--- config.mk ---
export PLATFORM = sky130hd
export DESIGN_NAME = cdiv_top
export DESIGN_NICKNAME = d
export VERILOG_FILES = /design/src/rtl/cdiv_pkg.sv /design/src/rtl/cdiv_slice.sv /design/src/rtl/cdiv_reload.sv /design/src/rtl/cdiv_top.sv
export SDC_FILE = /design/constraint.sdc
export NUM_CORES = 1
export LEC_CHECK = 0
export BUFFER_PORTS_ARGS = -buffer_cell sky130_fd_sc_hd__buf_2
export CELL_PAD_IN_SITES_DETAIL_PLACEMENT = 0
export CELL_PAD_IN_SITES_GLOBAL_PLACEMENT = 2
export CORE_ASPECT_RATIO = 1.5
export CORE_MARGIN = 3
export CORE_UTILIZATION = 28
export CTS_CLUSTER_SIZE = 12
export DETAILED_ROUTE_END_ITERATION = 10
export PLACE_DENSITY_LB_ADDON = 0.1
export SLEW_MARGIN = 20
export SYNTH_ARGS = -nofsm -noshare
export SYNTH_HDL_FRONTEND = slang
export SYNTH_SLANG_ARGS = --single-unit
--- constraint.sdc ---
create_clock -name clk -period 1.58 [get_ports clk]
set_input_delay 0.316 -clock clk [delete_from_list [all_inputs] [get_ports clk]]
set_output_delay 0.316 -clock clk [all_outputs]
set_load 0.02 [all_outputs]
--- src/rtl/cdiv_pkg.sv ---
package cdiv_pkg;
  parameter int unsigned SLICE_W = 4;
  parameter int unsigned SLICES  = 3;
  parameter int unsigned CNT_W   = SLICE_W * SLICES;
  typedef logic [CNT_W-1:0] count_t;
endpackage

--- src/rtl/cdiv_slice.sv ---
// One 4-bit counter slice. Load has priority over counting.
// The carry-out is formed from the carry-in and the all-ones state.
module cdiv_slice #(
  parameter int unsigned W = 4
) (
  input  logic         clk,
  input  logic         rst,
  input  logic         cnt_en,
  input  logic         carry_in,
  input  logic         load_n,
  input  logic [W-1:0] preset,
  output logic [W-1:0] q,
  output logic         carry_out
);
  always_ff @(posedge clk) begin
    if (rst || !load_n) begin
      q <= preset;
    end else if (cnt_en && carry_in) begin
      q <= q + 1'b1;
    end
  end

  assign carry_out = carry_in & (&q);
endmodule

--- src/rtl/cdiv_reload.sv ---
// Builds the shared active-low load strobe from the top slice's carry-out.
module cdiv_reload (
  input  logic top_carry,
  output logic load_n
);
  assign load_n = ~top_carry;
endmodule

--- src/rtl/cdiv_top.sv ---
module cdiv_top #(
  parameter int unsigned             SLICE_W = cdiv_pkg::SLICE_W,
  parameter int unsigned             SLICES  = cdiv_pkg::SLICES,
  parameter int unsigned             CNT_W   = SLICE_W * SLICES,
  parameter logic [CNT_W-1:0]        PRELOAD = 12'hEA3,
  parameter int unsigned             TAP     = 8
) (
  input  logic             clk,
  input  logic             rst,
  output logic [CNT_W-1:0] count,
  output logic             term_cnt,
  output logic             div_clk
);
  logic [SLICES:0] chain;
  logic            load_n;

  assign chain[0] = 1'b1;

  for (genvar i = 0; i < SLICES; i++) begin : g_slice
    cdiv_slice #(.W(SLICE_W)) u_slice (
      .clk      (clk),
      .rst      (rst),
      .cnt_en   (1'b1),
      .carry_in (chain[i]),
      .load_n   (load_n),
      .preset   (PRELOAD[i*SLICE_W +: SLICE_W]),
      .q        (count[i*SLICE_W +: SLICE_W]),
      .carry_out(chain[i+1])
    );
  end

  cdiv_reload u_reload (
    .top_carry(chain[SLICES]),
    .load_n   (load_n)
  );

  assign term_cnt = chain[SLICES];
  assign div_clk  = count[TAP];
endmodule

==> impl_summary.md <==
STA
The slew of the pin with the lowest slew margin is 0.295 ns. After layout, the worst path uses 99.2% of the clock period. In this run the tightest slew margin relative to its limit is 80.2%. The smallest clock period supported by the final layout is computed as 1.57 ns.

Setup violations remaining at the end of the flow were counted as 0. The clock skew is 0.00254 ns. The tightest hold path in the finished design has a slack of 0.275 ns. The final worst slack is 0.0120 ns. The number of pins with negative max-slew slack in the final report is 0. The count of final hold-check violations is 0. Based on the critical path, the design can be clocked at up to 638 MHz. Setup repair after global routing could not meet its margin everywhere.

Yosys
The number of nets in the synthesized netlist is 64. The count of synthesis-stage warnings from yosys is 0. The post-synthesis async set-or-reset flop share is 0%. Summed over its instances, the top area cell type makes up 42.9% of the synthesized netlist area. In the synthesized netlist, the cells that appear most often are 12 x sky130_fd_sc_hd__dfxtp_1, 6 x sky130_fd_sc_hd__nand3_1, 6 x sky130_fd_sc_hd__nor2_1.

Synthesis instantiated 29 different standard cells from the library. Among all flip-flop cells after synthesis, the most frequent one is sky130_fd_sc_hd__dfxtp_1. The cell count after synthesis came out at 59.

By instance count, the leading cell after synthesis is sky130_fd_sc_hd__dfxtp_1. By area the synthesized netlist is led by sky130_fd_sc_hd__dfxtp_1 43%, sky130_fd_sc_hd__ha_1 6.7%, sky130_fd_sc_hd__nand3_1 5.4%. Synthesis inferred 12 register bits.

For this run, the register share of the synthesized area comes to 42.9%. The number of enable flip-flop cells after synthesis is 0. The average cell area after synthesis is 9.50 sq um. Summed over all instances, the cell type with the most area after synthesis is sky130_fd_sc_hd__dfxtp_1. The mapped netlist covers 561 sq um.

Run status
The run finished with clean final reports.

Power
The proportion of power drawn by combinational gates is 15.6%. The internal power of the cells totals 0.510 mW. In this run, flip-flops and latches consume 48.9% of the power. The worst vdd rail ir drop is 645 uV. For this design the ratio of total power to cell area is 795 nW/um^2. The clock network is responsible for 35.5% of the overall power. The analysis attributes to net switching a power of 0.188 mW. The total leakage power is 0.353 nW.

In this run switching power makes up 26.9% of total power.

Floorplanning
The die span in y is 60.8 um. The horizontal die dimension is 42.5 um. The initial utilization of the core area, before any placement, comes to 30.2%.

The initialized floorplan defines 19 standard-cell rows. 16 I/O pins were placed. The area of the placeable core is 1850 sq um. The die covers 2590 sq um.

CTS
At the later pin of the worst-skew pair, clock insertion delay measures 0.27 ns. The number of hold buffers added after cts is 0. TritonCTS built the clock tree. The clock passes through at most 2 buffers. TritonCTS created 3 clock buffers. The number of clock sinks seen by CTS is 12. The tree is rooted in a sky130_fd_sc_hd__clkbuf_4. CTS built an H-tree with a depth of 1. Clock-pin slew was measured on the worst setup and hold paths at 0.08 ns.

Setup path
The cell class contributing the biggest share of worst-path delay is flip-flops. The biggest fanout along the worst timing path is 2. The type of origin of the critical path is a flip-flop.

Counting both buffers and inverters, the worst setup path holds a total of 1. STA puts the critical path data required time at 1.26 ns. The worst register-to-register path begins at g_slice[0].u_slice.q[1]. The endpoint arrival time on the critical path is 1.25 ns. The cell that appears most often on the critical path is sky130_fd_sc_hd__and3_4.

STA classifies the critical path endpoint as a primary output. The reg-to-reg setup timing slack is 0.13 ns. The critical path goes through ha_4, and3_4, and3_4, buf_6.

The timing startpoint of the critical path is g_slice[0].u_slice.q[1]. The critical path is of the flip-flop to primary output type. Counting cells, the worst reg-to-reg path comes to 6. On the worst path, the slowest cell contributes a delay of 0.36 ns. The highest-delay cell along the critical path is sky130_fd_sc_hd__dfxtp_4. The end of the worst register-to-register path is g_slice[2].u_slice.q[3].

Place
At the placement stage, the worst setup path has a slack of 0.0256 ns. The congestion estimate from routability-driven global placement came to 0.671. Once detailed placement completed, the half-perimeter wirelength came to 1.03 mm.

The number of I/O port buffers is 15. The cell count after placement is 98.

Final layout
In the final layout, the registers with the most flip-flops are g_slice.u_slice.q (12). The final layout contains 96 nets. The number of flip-flops in the largest register is 12. The number of fill cells in the layout is 192. The final instance count without filler cells is 111. The antenna diode count is 0. The share of layout cells above drive strength 1 is 60.0%. The multi-input combinational cell area is 360 sq um. The area added between synthesis and finish is 56.5%. The register containing the most flip-flops in the final layout is g_slice.u_slice.q. Cells fill 47.3% of the core in the end. The sequential cells in the finished layout cover a total of 260 sq um.

Hold path
The hold-critical path endpoint is g_slice[2].u_slice.q[0]. The start point of the worst hold path is rst. Along the worst hold path, the cell count comes to 2. The class of the tightest hold or removal check is primary input to flip-flop.

Flow run
The max-cap violation count is 0.

Detailed routing
After detailed routing, the number of remaining DRC violations is 0. In this run, the number of DRC markers left after iteration 0 of detailed routing was 11. Using the TritonRoute via totals, the vias-per-cell ratio works out to 4.95. The post-detailed-route wirelength per cell is 13.5 um. For this block, the routed nets add up to 1.50 mm of wire. The count of vias placed by the detailed router is 549. The first detailed-routing pass ran for 3 iterations.

Once detail routing completed, the nets flagged for antenna violations numbered 0.

Global routing
The overall routing resource usage is 13.4%. After global routing the overflow that remains totals 0. The first-pass GRT wire length is 2.53 mm. The number of global-route vias before repair is 544. The initial antenna violation count is 0. Entering global routing, the biggest net connects 9 pins.
-- worst register-to-register path: cells and delay by family (launching register included) --
| family | cells | cell delay (ns) |
|---|---|---|
| and+or+nand+nor | 2 | 0.39 |
| muxes | 1 | 0.22 |
| adders and majority gates | 1 | 0.13 |
| buffers and inverters | 2 | 0.28 |
| DFF | 1 | 0.36 |
-- metrics by stage --
step	TNS, ns	power (mW)	instance area [sq um]
after floorplan	0	0.405	567
after global routing	-0.0203	0.732	877
after global placement	-0.00258	0.436	697
after detailed placement	0	0.435	697
after CTS	0	0.706	873
final	0	0.697	877
-- final cells by class --
cell class | count | area share [%]
flip-flops and latches | 12 | 29.7
clock buffers | 4 | 4.14
multi-input cells | 44 | 41.1
well taps | 21 | 3.00
repair buffers | 30 | 22.1
-- what timing repair did --
item	4_1_cts	5_1_grt
pin swaps	3	1
endpoints found under the setup margin	1	1
resized for setup	20	2
buffers inserted	9	0
-- power groups by stage --
stage	sequential [mW]	combinational, mW	clock (mW)
4_1_cts	0.339	0.107	0.260
3_3_place_gp	0.348	0.0884	0
3_5_place_dp	0.347	0.0879	0
6_report	0.341	0.109	0.247
2_1_floorplan	0.364	0.0415	0
5_1_grt	0.344	0.122	0.267
-- cell usage in the layout (no fill, tap or decap), types with 2 or more instances in the layout --
cell type                  instances
sky130_fd_sc_hd__and3_4            4
sky130_fd_sc_hd__buf_2            14
sky130_fd_sc_hd__buf_4            15
sky130_fd_sc_hd__clkbuf_4          3
sky130_fd_sc_hd__dfxtp_1           4
sky130_fd_sc_hd__dfxtp_2           4
sky130_fd_sc_hd__dfxtp_4           4
sky130_fd_sc_hd__ha_4              3
sky130_fd_sc_hd__nand2_1           3
sky130_fd_sc_hd__nand3_1           6
sky130_fd_sc_hd__nor2_1            6
sky130_fd_sc_hd__o21ai_0           2
sky130_fd_sc_hd__xnor2_1           2
sky130_fd_sc_hd__xor2_1            2
-- worst max path at each step --
stage | end | slack, ns | depth (start not counted)
final | term_cnt | 0.01 | 4
after global routing | term_cnt | -0.02 | 4
after CTS | term_cnt | 0.004 | 4
after detailed placement | term_cnt | 0.03 | 4
after global placement | term_cnt | -0.003 | 4
after floorplan | term_cnt | 0.06 | 3
-- per-layer routing --
metal | global-route usage, % | wire length, um | part of all wire [%]
met1 | 13.9 | 596 | 40
met2 | 24.2 | 812 | 54
met3 | 2.37 | 72 | 4.8
met4 | 9.33 | 21 | 1.4
met5 | 0 | 0 | 0
-- cells by family after synthesis --
logic type                 count (synthesis)  share of synthesized area [%]
and+or+nand+nor                           27                           28.1
buffers and inverters                      3                           2.90
adders and majority gates                  3                           6.70
DFF                                       12                           42.9
xor gates and xnor gates                   4                           6.25
AOI/OAI and AO/OA                          9                           11.4
muxes                                      1                           1.79
Note: power is estimated with default switching activity, not from simulation.
